**src/rtl/tmr_pkg.sv**
```systemverilog
// Shared constants of the interval timer: register offsets inside a
// channel block, shared register addresses and the mode encoding.
// Assumes a byte-addressed bus with 32-bit aligned registers.
package tmr_pkg;
    localparam int DW        = 32;
    localparam int AW        = 8;
    localparam logic [1:0] RS_IVAL = 2'd0;
    localparam logic [1:0] RS_CNT  = 2'd1;
    localparam logic [1:0] RS_CTRL = 2'd2;
    localparam logic [1:0] RS_STAT = 2'd3;
    localparam logic [AW-1:0] IDLE_ADDR = 8'hF4;
    localparam logic [AW-1:0] FLAG_ADDR = 8'hF8;

    typedef enum logic [1:0] {
        MODE_REPEAT  = 2'd0,
        MODE_ONESHOT = 2'd1
    } tmr_mode_e;
endpackage

```
**src/rtl/tmr_channel.sv**
```systemverilog
// One timer channel: stored interval, down-counter, mode, enable and
// pending flag. Assumes the top decodes addresses and hands in one-cycle
// write strobes. An immediate interval write takes priority over an
// expiry on the same edge; a flag set by expiry beats any clear.
module tmr_channel
    import tmr_pkg::*;
#(
    parameter int IVW = 31
) (
    input  logic           clk,
    input  logic           rst_n,
    input  logic           wr_ival,
    input  logic           wr_ctrl,
    input  logic           wr_stat,
    input  logic           gclr,
    input  logic [DW-1:0]  wdata,
    output logic [IVW-1:0] cnt,
    output logic [IVW-1:0] ival,
    output logic           ie,
    output logic           oneshot,
    output logic           pend,
    output logic           run
);
    logic           imm;
    logic [IVW-1:0] wval;
    logic           expire;
    logic           flag_clr;
    logic           load_now;
    logic [IVW-1:0] next_ival;
    logic           unused_wbits;

    assign imm          = wdata[DW-1];
    assign wval         = wdata[IVW-1:0];
    assign expire       = run && (cnt == IVW'(1));
    assign load_now     = wr_ival && (imm || !run);
    assign next_ival    = wr_ival ? wval : ival;
    assign flag_clr     = (wr_stat && wdata[0]) || gclr;
    assign unused_wbits = ^wdata;

    // Keep the reload value; any interval write replaces it.
    always_ff @(posedge clk) begin
        if (!rst_n)       ival <= '0;
        else if (wr_ival) ival <= wval;
    end

    // Hold the enable and the mode; mode codes other than one-shot map to repeat.
    always_ff @(posedge clk) begin
        if (!rst_n) begin
            ie      <= 1'b0;
            oneshot <= 1'b0;
        end else if (wr_ctrl) begin
            ie      <= wdata[0];
            oneshot <= (wdata[2:1] == MODE_ONESHOT);
        end
    end

    // Count down, reload or stop, and track the running state.
    always_ff @(posedge clk) begin
        if (!rst_n) begin
            cnt <= '0;
            run <= 1'b0;
        end else if (load_now) begin
            cnt <= wval;
            run <= (wval != '0);
        end else if (expire) begin
            if (oneshot || next_ival == '0) begin
                cnt <= '0;
                run <= 1'b0;
            end else begin
                cnt <= next_ival;
            end
        end else if (run) begin
            cnt <= cnt - IVW'(1);
        end
    end

    // Set the pending flag on expiry, else clear it on request.
    always_ff @(posedge clk) begin
        if (!rst_n)                                pend <= 1'b0;
        else if (expire && !(wr_ival && imm))      pend <= 1'b1;
        else if (flag_clr)                         pend <= 1'b0;
    end

    // an immediate load shows up in the count and running bit
    a_r2_imm_load: assert property (@(posedge clk) disable iff (!rst_n)
        (wr_ival && imm) |=> (cnt == $past(wval)) && (run == ($past(wval) != '0)));

    // one-shot expiry stops the channel with the flag raised
    a_r4_oneshot_stop: assert property (@(posedge clk) disable iff (!rst_n)
        (expire && oneshot && !wr_ival) |=> (!run && cnt == '0 && pend));

    // repeat expiry reloads the stored interval
    a_r5_repeat_reload: assert property (@(posedge clk) disable iff (!rst_n)
        (expire && !oneshot && !wr_ival && ival != '0) |=> (run && cnt == $past(ival)));

    // a clear without an expiry drops the flag
    a_r7_clear: assert property (@(posedge clk) disable iff (!rst_n)
        (pend && flag_clr && !expire) |=> !pend);

    // an expiry always leaves the flag set, even against a clear
    a_r8_set_wins: assert property (@(posedge clk) disable iff (!rst_n)
        (expire && !(wr_ival && imm)) |=> pend);
endmodule

```
**src/rtl/tmr_idle_find.sv**
```systemverilog
// Priority search for the lowest-numbered channel that is not running.
// Returns NCH when every channel runs. Pure combinational logic.
module tmr_idle_find #(
    parameter int NCH = 4,
    localparam int IW = $clog2(NCH + 1)
) (
    input  logic [NCH-1:0] running,
    output logic [IW-1:0]  idx
);
    // Scan from the top down so the lowest idle channel is written last.
    always_comb begin
        idx = IW'(NCH);
        for (int i = NCH - 1; i >= 0; i--) begin
            if (!running[i]) idx = IW'(i);
        end
    end

    // a reported channel is really idle, and lower ones all run
    always_comb begin
        for (int i = 0; i < NCH; i++) begin
            if (idx == IW'(i)) a_r10_idle_ok: assert (!running[i]);
            if (idx > IW'(i))  a_r10_lower_busy: assert (running[i]);
        end
    end
endmodule

```
**src/rtl/mc_interval_timer.sv**
```systemverilog
// Top of the multi-channel interval timer. Decodes the register bus,
// instantiates one channel per timer, builds the idle and global flag
// registers and the combined interrupt. Assumes single-cycle writes and
// a combinational read path; NCH must stay below 16 so the idle number
// fits its 4-bit field and the channel blocks fit below 0xF4.
module mc_interval_timer
    import tmr_pkg::*;
#(
    parameter int NCH = 4,
    parameter int IVW = 31,
    localparam int CHW  = (NCH > 1) ? $clog2(NCH) : 1,
    localparam int IW   = $clog2(NCH + 1),
    localparam int SPAN = NCH * 16
) (
    input  logic          clk,
    input  logic          rst_n,
    input  logic [AW-1:0] bus_addr,
    input  logic          bus_we,
    input  logic [DW-1:0] bus_wdata,
    output logic [DW-1:0] bus_rdata,
    output logic          irq_out
);
    logic [IVW-1:0] ch_cnt  [NCH];
    logic [IVW-1:0] ch_ival [NCH];
    logic [NCH-1:0] ch_ie, ch_os, ch_pend, ch_run;
    logic [NCH-1:0] gclr_vec;
    logic [IW-1:0]  idle_idx;
    logic           in_chan;
    logic [CHW-1:0] rd_ch;
    logic [1:0]     rsel;
    logic           unused_addr;

    assign in_chan     = (bus_addr < AW'(SPAN));
    assign rd_ch       = bus_addr[CHW+3:4];
    assign rsel        = bus_addr[3:2];
    assign gclr_vec    = (bus_we && bus_addr == FLAG_ADDR) ? bus_wdata[NCH-1:0] : '0;
    assign unused_addr = ^bus_addr[1:0];

    // One channel per timer, each with its own write strobes.
    for (genvar i = 0; i < NCH; i++) begin : g_ch
        logic hit;
        assign hit = bus_we && in_chan && (bus_addr[AW-1:4] == (AW-4)'(i));
        tmr_channel #(.IVW(IVW)) u_ch (
            .clk     (clk),
            .rst_n   (rst_n),
            .wr_ival (hit && rsel == RS_IVAL),
            .wr_ctrl (hit && rsel == RS_CTRL),
            .wr_stat (hit && rsel == RS_STAT),
            .gclr    (gclr_vec[i]),
            .wdata   (bus_wdata),
            .cnt     (ch_cnt[i]),
            .ival    (ch_ival[i]),
            .ie      (ch_ie[i]),
            .oneshot (ch_os[i]),
            .pend    (ch_pend[i]),
            .run     (ch_run[i])
        );
    end

    tmr_idle_find #(.NCH(NCH)) u_idle (
        .running (ch_run),
        .idx     (idle_idx)
    );

    assign irq_out = |(ch_pend & ch_ie);

    // Select read data for the addressed register.
    always_comb begin
        bus_rdata = '0;
        if (in_chan) begin
            case (rsel)
                RS_IVAL: bus_rdata = DW'(ch_ival[rd_ch]);
                RS_CNT:  bus_rdata = DW'(ch_cnt[rd_ch]);
                RS_CTRL: bus_rdata = DW'({1'b0, ch_os[rd_ch], ch_ie[rd_ch]});
                default: bus_rdata = DW'({ch_run[rd_ch], ch_pend[rd_ch]});
            endcase
        end else if (bus_addr == IDLE_ADDR) begin
            bus_rdata = DW'(idle_idx) << 4;
        end else if (bus_addr == FLAG_ADDR) begin
            bus_rdata = DW'(ch_pend);
        end
    end

    // the interrupt line needs a pending flag behind it
    a_r9_irq_src: assert property (@(posedge clk) disable iff (!rst_n)
        irq_out |-> (|ch_pend));
endmodule

```
**config.mk**
```make
export PLATFORM = sky130hd
export DESIGN_NAME = mc_interval_timer
export DESIGN_NICKNAME = d
export VERILOG_FILES = /design/src/rtl/tmr_pkg.sv /design/src/rtl/tmr_channel.sv /design/src/rtl/tmr_idle_find.sv /design/src/rtl/mc_interval_timer.sv
export SDC_FILE = /design/constraint.sdc
export NUM_CORES = 1
export LEC_CHECK = 0
export ABC_CLOCK_PERIOD_IN_PS = 4200
export BUFFER_PORTS_ARGS = -buffer_cell sky130_fd_sc_hd__buf_2
export CORE_MARGIN = 2
export CORE_UTILIZATION = 40
export CTS_CLUSTER_SIZE = 16
export DETAILED_ROUTE_END_ITERATION = 12
export MAX_ROUTING_LAYER = met4
export PLACE_DENSITY_LB_ADDON = 0.2
export RECOVER_POWER = 100
export SLEW_MARGIN = 25
export SYNTH_ARGS = -nofsm -noshare
export SYNTH_HDL_FRONTEND = slang
export SYNTH_SLANG_ARGS = --single-unit
```
**constraint.sdc**
```tcl
create_clock -name clk -period 4.2 [get_ports clk]
set_clock_uncertainty 0.1 [all_clocks]
set_input_delay 0.63 -clock clk [delete_from_list [all_inputs] [get_ports clk]]
set_output_delay 0.63 -clock clk [all_outputs]
set_load 0.05 [all_outputs]
```
== Word-level counts from Yosys, hierarchy flattened ==
Index checks and enable logic that the tools add are counted.

* Add/subtract/negate cells: 4
* Magnitude comparators: 3
* Equality and inequality tests: 13
* Muxes and demuxes: 63
* Bitwise gates (word level): 2
* Reductions and logical operators: 86

{| class="wikitable"
|+ Operators with widths
! kind !! count
|-
| 31-bit two-way mux || 24
|-
| 31-bit binary-select mux with 2-bit select || 2
|-
| 31-bit by 1-bit == test with 1-bit output, second input constant || 4
|-
| 31-bit zero test || 4
|-
| 31-bit by 1-bit subtractor with 31-bit output, second input constant || 4
|-
| 31-bit case mux with 3 select lines || 1
|-
| 1-bit logical AND || 38
|-
| 32-bit two-way mux || 1
|-
| 31-bit nonzero test || 1
|-
| 1-bit two-way mux || 24
|-
| 2-bit nonzero test || 12
|-
| 8-bit == test, second input constant || 2
|-
| 1-bit logical OR || 12
|-
| 3-bit two-way mux || 4
|-
| 3-bit nonzero test || 4
|-
| 1-bit binary-select mux with 2-bit select || 4
|-
| 4-bit by 2-bit == test with 1-bit output, second input constant || 2
|-
| 1-bit zero test || 8
|-
| 8-bit by 7-bit < comparator with 1-bit output, second input constant || 1
|-
| 4-bit two-way mux || 2
|-
| 2-bit AND reduction || 4
|-
| 7-bit two-way mux || 1
|-
| 4-bit AND || 1
|-
| 2-bit by 1-bit == test with 1-bit output, second input constant || 2
|-
| 8 further kinds || 9
|}

* Bits in registers: 264
* Input bits: 43

== Longest topological paths before layout ==
Gate-level depths: netlist (run 1).

* Word-level depth: 10
* Depth in mapped cells: 10
* Depth with buffers taken out: 8

== By module ==
From an unflattened synthesis (run 1), not the netlist that was laid out.

* Cells, all modules: 2,309
* Area, all modules: 18,735.5 um^2

{| class="wikitable"
|+ Modules (own cells, without submodules)
! module !! times used !! cells an instance !! area each (um^2)
|-
| tmr_channel || 4 || 520 || 4,032.6
|-
| mc_interval_timer || 1 || 223 || 2,575.0
|-
| tmr_idle_find || 1 || 6 || 30.0
|}

== Worst setup path before layout (run 1) ==
No wires, ideal clock.

* Kind: input -> output
* From: in bus_addr[5]
* To: out bus_rdata[5]
* Arrival time: 3,589 ps
* Required time: 3,470 ps
* Slack: -119 ps
* Stages: 7
* Path buffers: 4
* Cells stage by stage: clkbuf_1 > buf_1 > buf_1 > clkbuf_1 > mux4_2 > mux2i_1 > o21ai_0

* Cells in the longest elaborated chain, start to end: 6
* Elaborated cells on any way between the ends: 12
* Classes of those cells: 1 x order compare; 1 x eq/ne; 9 x mux; 1 x bitwise

{| class="wikitable"
|+ RTL lines
! item !! RTL line !! RTL
|-
| start: declaration || mc_interval_timer.sv:17 || <nowiki>input logic [AW-1:0] bus_addr,</nowiki>
|-
| 2-bit NOT with 3-bit output (not written as such) || mc_interval_timer.sv:72, mc_interval_timer.sv:73 ||
|-
| 31-bit binary-select mux with 2-bit select (on tied branches) || mc_interval_timer.sv:73, mc_interval_timer.sv:72 ||
|-
| 31-bit two-way mux (on tied branches) (2 in a row) || mc_interval_timer.sv:73, mc_interval_timer.sv:72 ||
|-
| 31-bit case mux with 3 select lines || mc_interval_timer.sv:71 || <nowiki>case (rsel)</nowiki>
|-
| 32-bit two-way mux (*) || mc_interval_timer.sv:70 || <nowiki>if (in_chan) begin</nowiki>
|-
| end: declaration || mc_interval_timer.sv:20 || <nowiki>output logic [DW-1:0] bus_rdata,</nowiki>
|}

Mark *: on every way between the ends. The rest lies on a longest branch, timed or not. The select of a mux whose other input is x is not followed.

== Worst setup path in the final report (run 1) ==
* From: reg g_ch[1].u_ch.cnt[22]
* To: reg g_ch[1].u_ch.cnt[17]

* Cells in the longest elaborated chain, start to end: 4
* Elaborated cells on any way between the ends: 5
* Classes of those cells: 1 x eq/ne; 2 x mux; 2 x reduce/logical

{| class="wikitable"
|+ RTL lines
! item !! RTL line !! RTL
|-
| start: declaration || tmr_channel.sv:17 || <nowiki>output logic [IVW-1:0] cnt,</nowiki>
|-
| start signal: assignment || tmr_channel.sv:63 || <nowiki>cnt <= wval;</nowiki>
|-
| start signal: assignment || tmr_channel.sv:70 || <nowiki>cnt <= next_ival;</nowiki>
|-
| start signal: assignment || tmr_channel.sv:73 || <nowiki>cnt <= cnt - IVW'(1);</nowiki>
|-
| 31-bit by 1-bit == test with 1-bit output (*) || tmr_channel.sv:34 || <nowiki>assign expire = run && (cnt == IVW'(1));</nowiki>
|-
| 1-bit logical AND (*) || tmr_channel.sv:34 ||
|-
| 31-bit two-way mux || tmr_channel.sv:65 || <nowiki>end else if (expire) begin</nowiki>
|-
| 31-bit two-way mux || tmr_channel.sv:62 || <nowiki>end else if (load_now) begin</nowiki>
|}

Mark *: on every way between the ends. The rest lies on a longest branch, timed or not.
A chain may end at the register's enable or synchronous reset.

==> impl_metrics.py, run 1 <==
metrics = {
    "sta": {
        "hold_viol": 0,
        "fin_crit_sh_pct": 89.4,
        "tightest_slew_ns": 1.54,
        "max_freq_mhz": 266,
        "finalCriticalPeriod_ns": 3.75,
        "fin_ws_ns": 0.445,
        "setup_viol": 0,
        "final_max_slew_viol_count": 138,
        "relSlewSlack_pct": -2.55,
        "rsz0062_at_grt": "false",
        "setup_tns_ns": 0,
    },
    "drt": {
        "antenna_left": 0,
        "drc": 0,
        "vias": 17851,
        "drtIter0Drc": 2390,
        "viasPerCell": 6.63,
        "wl_um": 72300,
        "drt-pass1-iter-count": 8,
        "post_drt_wl_per_cell_um": 26.8,
    },
    "clock_tree": {
        "path_clk_slew_ns": 0.06,
        "htree_levels": 2,
        "cts_resized": 0,
        "cts_hold_repair.buffers": 0,
        "cts.sinks": 264,
        "clock_path_buffers": 3,
        "cts-root-buf": "clkbuf_16",
        "cts_setup_buffers": 0,
        "insertion_delay_ns": 0.55,
        "cts_tree": "done",
        "cts_buffers": 34,
    },
    "floorplanning": {
        "fp.dieH_um": 208,
        "die_x_um": 208,
        "rows": 74,
        "core_area_sq_um": 40900,
        "die_area_sq_um": 43300,
        "initial_core_util_pct": 40.7,
        "io_pins": 76,
    },
    "global_routing": {
        "antenna_found_initial": 1,
        "grt.overflow.total": 0,
        "grt_max_degree": 75,
        "grt_pass1_wl_um": 107000,
        "grt_pass1_vias": 16265,
        "grt_use_total_pct": 33.3,
    },
    "place": {
        "dp_slack_ns": 0.575,
        "port_buffers": 74,
        "place_congestion": 0.978,
        "hpwl_um": 53200,
    },
    "setup_path": {
        "timing.rr.start": "g_ch[1].u_ch.cnt[22]",
        "cp-startpoint": "g_ch[1].u_ch.cnt[22]",
        "critPathArrivalTime_ns": 4.13,
        "required_ns": 4.57,
        "reg2reg_depth": 7,
        "worstSetupPathType": "register to register",
        "path_max_fanout": 9,
        "end_kind": "register",
        "crit_path_start_kind": "register",
    },
    "job": {
        "cap_violations": 2,
    },
    "yosys": {
        "synth.distinct_cells": 73,
        "synth_top_area_share_pct": 31.7,
        "yosys_warnings": 0,
        "synth_area_sq_um": 16600,
        "ys_ff_latch": 264,
        "yosysSeqAreaShare_pct": 31.7,
        "synth_flop_cell": "dfxtp_1",
        "yosys.area.top_type": "dfxtp_1",
        "syn_inst": 2145,
        "async_flop_share_pct": 0,
        "synth.most_common_cell": "nand2_1",
        "synth_edf_count": 0,
        "syn_area_per_cell_sq_um": 7.76,
        "synth_common_cells": "419 x nand2_1, 264 x dfxtp_1, 232 x a21oi_1",
        "ys_top_cells_by_area": "dfxtp_1 32%, nand2_1 9.4%, mux4_2 9.2%",
        "syn-num-nets": 2196,
    },
    "cells_and_area": {
        "fillers": 4117,
        "drive_gt1_share_pct": 14.0,
        "fin_nets": 2190,
        "syn_to_final_growth_pct": 12.3,
    },
    "worst_hold_path": {
        "hp-class": "input pin to register",
        "holdPathStages": 3,
        "hold_start": "bus_wdata[10]",
    },
    "power": {
        "peakVddDrop_v": 0.000301,
        "total_power_w": 0.00639,
        "p_leak_nw": 7.09,
        "p_per_area_nw_per_um2": 342,
    },
    "status": {
        "status": "complete, but fails checks",
        "failed_checks": "capacitance limit, slew limit",
    },
}
## report_power, final
part           leakage, nW  internal [W]  switching, W  total (W)
Sequential            2.13       0.00253     0.0000488    0.00258
Combinational         4.42      0.000334      0.000536   0.000870
Clock                0.547       0.00173       0.00121    0.00294
Total                 7.09       0.00460       0.00179    0.00639
## critical path, cell delays in order (launching register included)
cell and delay, ns:
dfxtp_1 0.41, or4_4 0.60, or4_1 0.56, or4_4 0.62, o41ai_1 0.78, buf_4 0.32, a221oi_1 0.11, a21oi_1 0.18
## path summary, 6_finish.rpt
kind	slack (ns)	endpoint
worst max-delay path	0.45	g_ch[1].u_ch.cnt[17]
worst min-delay path	0.36	g_ch[2].u_ch.ival[10]
worst max register to register	0.45	g_ch[1].u_ch.cnt[17]
worst min register to register	0.40	g_ch[3].u_ch.ival[8]
## kinds of logic (layout without fill, tap and decap cells)
group                      Yosys count  count (layout)  synth area share (%)
and+or+nand+nor                    888             888                  25.1
AOI/OAI and AO/OA                  582             582                  21.5
DFF                                264             264                  31.7
buffers and inverters              211             227                  4.87
muxes                              130             130                  13.0
xor gates and xnor gates            61              61                  3.21
adders and majority gates            8               8                 0.601
other                                1               2                0.0225
## per-layer routing
metal | vias up | share of wire, % | track usage [%]
met5 | - | 0 | -
met2 | 1090 | 43 | 48.3
met1 | 8676 | 42 | 46.7
li1 | 7931 | - | -
met4 | 0 | 3.2 | 10.6
met3 | 154 | 11 | 6.26
## area by class of cell
cell class / count / area, sq um / area share, %
antenna: 1 / 2.50 / 0.0134
sequential: 264 / 5290 / 28.3
clock inverter: 8 / 42.5 / 0.228
timing repair buffer: 151 / 915 / 4.89
multi-input combinational: 1670 / 10700 / 57.0
tap: 532 / 666 / 3.56
clock buffer: 50 / 1050 / 5.64
inverter: 18 / 67.6 / 0.361
## cells in the final DEF (no fill, tap or decap), types with 22 or more instances in the layout
cell type and count:
o21ai_0 145, a22oi_1 53, nand2_1 418, a31oi_1 24, nor2_2 27, mux2i_1 49
nand3_1 46, dfxtp_1 264, nor4_1 78, mux4_2 68, nor3_1 50, a21oi_1 232
nor2_1 121, clkbuf_16 37, buf_4 69, xor2_1 43, buf_2 40, clkbuf_1 40
nand4_1 27, or4_1 22
## state kept, by name (all words and copies together) (netlist names)
register	flops
g_ch.u_ch.cnt	124
g_ch.u_ch.ival	124
g_ch.u_ch.oneshot	4
g_ch.u_ch.pend	4
g_ch.u_ch.run	4
g_ch.u_ch.ie	4
## metrics by stage
step | area (sq um) | std cells | hold slack (ns) | util [%]
2_1_floorplan | 16700 | 2145 | 0.353 | -
3_3_place_gp | 17700 | 2635 | 0.380 | 43.2
3_5_place_dp | 17700 | 2635 | 0.384 | 43.2
4_1_cts | 18800 | 2693 | 0.344 | 45.9
5_1_grt | 18700 | 2693 | 0.358 | 45.7
6_report | 18700 | 2694 | 0.364 | 45.7
(Power assumes the default switching activity.)
==> run 2, diff against run 1 <==
--- a/config.mk
+++ b/config.mk
@@ -17,4 +17,5 @@
 export SLEW_MARGIN = 25
 export SYNTH_ARGS = -nofsm -noshare
 export SYNTH_HDL_FRONTEND = slang
+export SYNTH_HIERARCHICAL = 1
 export SYNTH_SLANG_ARGS = --single-unit
==> impl_metrics.py, run 2 <==
metrics = {
    "clock_tree": {
        "path_clk_slew_ns": 0.06,
        "cts_hold_repair.buffers": 0,
        "cts-root-buf": "clkbuf_16",
        "cts_tree": "done",
        "htree_levels": 2,
        "insertion_delay_ns": 0.57,
        "cts_setup_buffers": 0,
        "cts_buffers": 36,
        "clock_path_buffers": 3,
        "cts.sinks": 264,
        "cts_resized": 0,
    },
    "sta": {
        "tightest_slew_ns": 1.53,
        "finalCriticalPeriod_ns": 4.00,
        "max_freq_mhz": 250,
        "hold_viol": 0,
        "rsz0062_at_grt": "false",
        "setup_viol": 0,
        "final_max_slew_viol_count": 10,
        "fin_crit_sh_pct": 95.2,
        "relSlewSlack_pct": -3.21,
        "setup_tns_ns": 0,
    },
    "cells_and_area": {
        "fin_nets": 2401,
        "final_cell_mix": "264 x dfxtp_1, 224 x o21ai_0, 218 x nor2_1, 170 x nand2_1, 151 x a21oi_1",
        "layoutNonFillerInstCount": 2994,
        "syn_to_final_growth_pct": 11.5,
        "drive_gt1_share_pct": 11.1,
        "mostFrequentLayoutCell": "dfxtp_1",
        "reg_top3": "g_ch.u_ch/cnt (124), g_ch.u_ch/ival (124)",
    },
    "place": {
        "port_buffers": 74,
        "dp_cells": 2919,
        "place_congestion": 1.07,
        "hpwl_um": 71800,
    },
    "floorplanning": {
        "fp.dieH_um": 220,
        "die_x_um": 220,
        "io_pins": 76,
        "die_area_sq_um": 48600,
        "rows": 79,
        "core_area_sq_um": 46400,
        "initial_core_util_pct": 40.4,
    },
    "global_routing": {
        "grt_use_total_pct": 41.9,
        "grt_pass1_vias": 19413,
        "grt_max_degree": 59,
        "grt_pass1_wl_um": 142000,
        "grt.overflow.total": 0,
        "antenna_found_initial": 16,
    },
    "yosys": {
        "synth.distinct_cells": 73,
        "synth_common_cells": "264 x dfxtp_1, 220 x o21ai_0, 219 x nor2_1",
        "synth_top_area_share_pct": 28.2,
        "async_flop_share_pct": 0,
        "syn-num-nets": 2360,
        "syn_inst": 2309,
        "synth_area_sq_um": 18700,
        "yosysSeqAreaShare_pct": 28.2,
        "ys_ff_latch": 264,
        "syn_area_per_cell_sq_um": 8.11,
        "ys_top_cells_by_area": "dfxtp_1 28%, mux2i_1 7.3%, o21ai_0 5.9%",
        "yosys.area.top_type": "dfxtp_1",
        "synth_flop_cell": "dfxtp_1",
        "yosys_warnings": 6,
        "synth.most_common_cell": "dfxtp_1",
        "synth_edf_count": 0,
    },
    "setup_path": {
        "end_kind": "register",
        "crit_path_start_kind": "input pin",
        "critPathArrivalTime_ns": 4.28,
        "required_ns": 4.48,
        "path_max_fanout": 26,
        "worstSetupPathType": "input pin to register",
    },
    "status": {
        "status": "complete, but fails checks",
        "failed_checks": "capacitance limit, slew limit",
    },
    "drt": {
        "viasPerCell": 7.13,
        "drc": 0,
        "antenna_left": 0,
        "vias": 21347,
        "post_drt_wl_per_cell_um": 33.6,
        "drtIter0Drc": 3443,
        "wl_um": 101000,
        "drt-pass1-iter-count": 7,
    },
    "power": {
        "p_per_area_nw_per_um2": 538,
        "total_power_w": 0.0112,
        "p_leak_nw": 7.64,
        "peakVddDrop_v": 0.000401,
    },
    "worst_hold_path": {
        "hp-class": "register to register",
    },
    "job": {
        "cap_violations": 1,
    },
}
[run 2: cell count changes after synthesis, moves of 46 or more]
cell,before,now
a21oi_1,232,151
clkbuf_1,165,104
inv_1,18,64
o21ai_0,149,220
and2_1,6,61
nand2_1,419,170
mux4_2,68,21
mux2i_1,49,137
nor2_1,148,219
[run 2: worst max-delay path, stage by stage]
cell	delay, ns
clkbuf_1	0.13
nor2_1	0.35
nand4b_1	0.22
nor3_1	0.83
buf_4	0.25
buf_4	0.31
nand2_1	0.08
clkbuf_1	0.37
nand2_1	0.20
nand2_1	0.21
clkbuf_1	0.34
o21ai_0	0.21
o32ai_1	0.12
[run 2: area by class of cell]
| class | instances | area, sq um |
|---|---|---|
| sequential | 264 | 5290 |
| timing repair buffer | 165 | 971 |
| inverter | 68 | 255 |
| antenna | 14 | 35.0 |
| multi-input combinational | 1815 | 12400 |
| fill | 4635 | 25500 |
| clock inverter | 14 | 173 |
| clock buffer | 47 | 1000 |
| tap | 607 | 759 |
[run 2: metal layers]
| layer | track usage [%] | vias up | wire [um] |
|---|---|---|---|
| li1 | - | 8912 | - |
| met5 | - | - | 0 |
| met3 | 9.91 | 414 | 12200 |
| met2 | 59.7 | 1717 | 41900 |
| met1 | 52.9 | 10304 | 39000 |
| met4 | 27.4 | 0 | 7430 |
[run 2: cell families after synthesis]
group	count (synthesis)	synth area share [%]
simple gates	858	24.2
mux	203	15.5
xor+xnor	56	2.78
fa+ha+maj	8	0.534
compound gates	689	23.2
flops	264	28.2
other cells	1	0.0200
buf+inv	230	5.53
[run 2: power by group]
| group | internal, W | leakage [nW] | switching (W) |
|---|---|---|---|
| logic | 0.00190 | 4.93 | 0.00297 |
| clock network | 0.00192 | 0.584 | 0.00129 |
| registers | 0.00267 | 2.13 | 0.000483 |
| total | 0.00650 | 7.64 | 0.00475 |
[run 2: worst paths after layout]
path                     from              endpoint  slack (ns)  cells past startpoint
min           g_ch[3].u_ch/ie       g_ch[3].u_ch/ie        0.43                      2
max reg2reg  g_ch[2].u_ch/run  g_ch[2].u_ch/cnt[22]        0.65                      7
min reg2reg   g_ch[3].u_ch/ie       g_ch[3].u_ch/ie        0.43                      2
max               bus_addr[6]   g_ch[2].u_ch/cnt[4]        0.20                     13
[run 2: metrics by stage]
step	util (%)	setup slack (ns)	hold slack [ns]	cell area [sq um]
2_1_floorplan	-	0.666	0.366	18700
3_3_place_gp	42.8	0.213	0.412	19800
3_5_place_dp	42.8	0.133	0.412	19800
4_1_cts	45.3	0.681	0.421	21000
5_1_grt	45.0	0.225	0.457	20900
6_report	45.1	0.203	0.431	20900
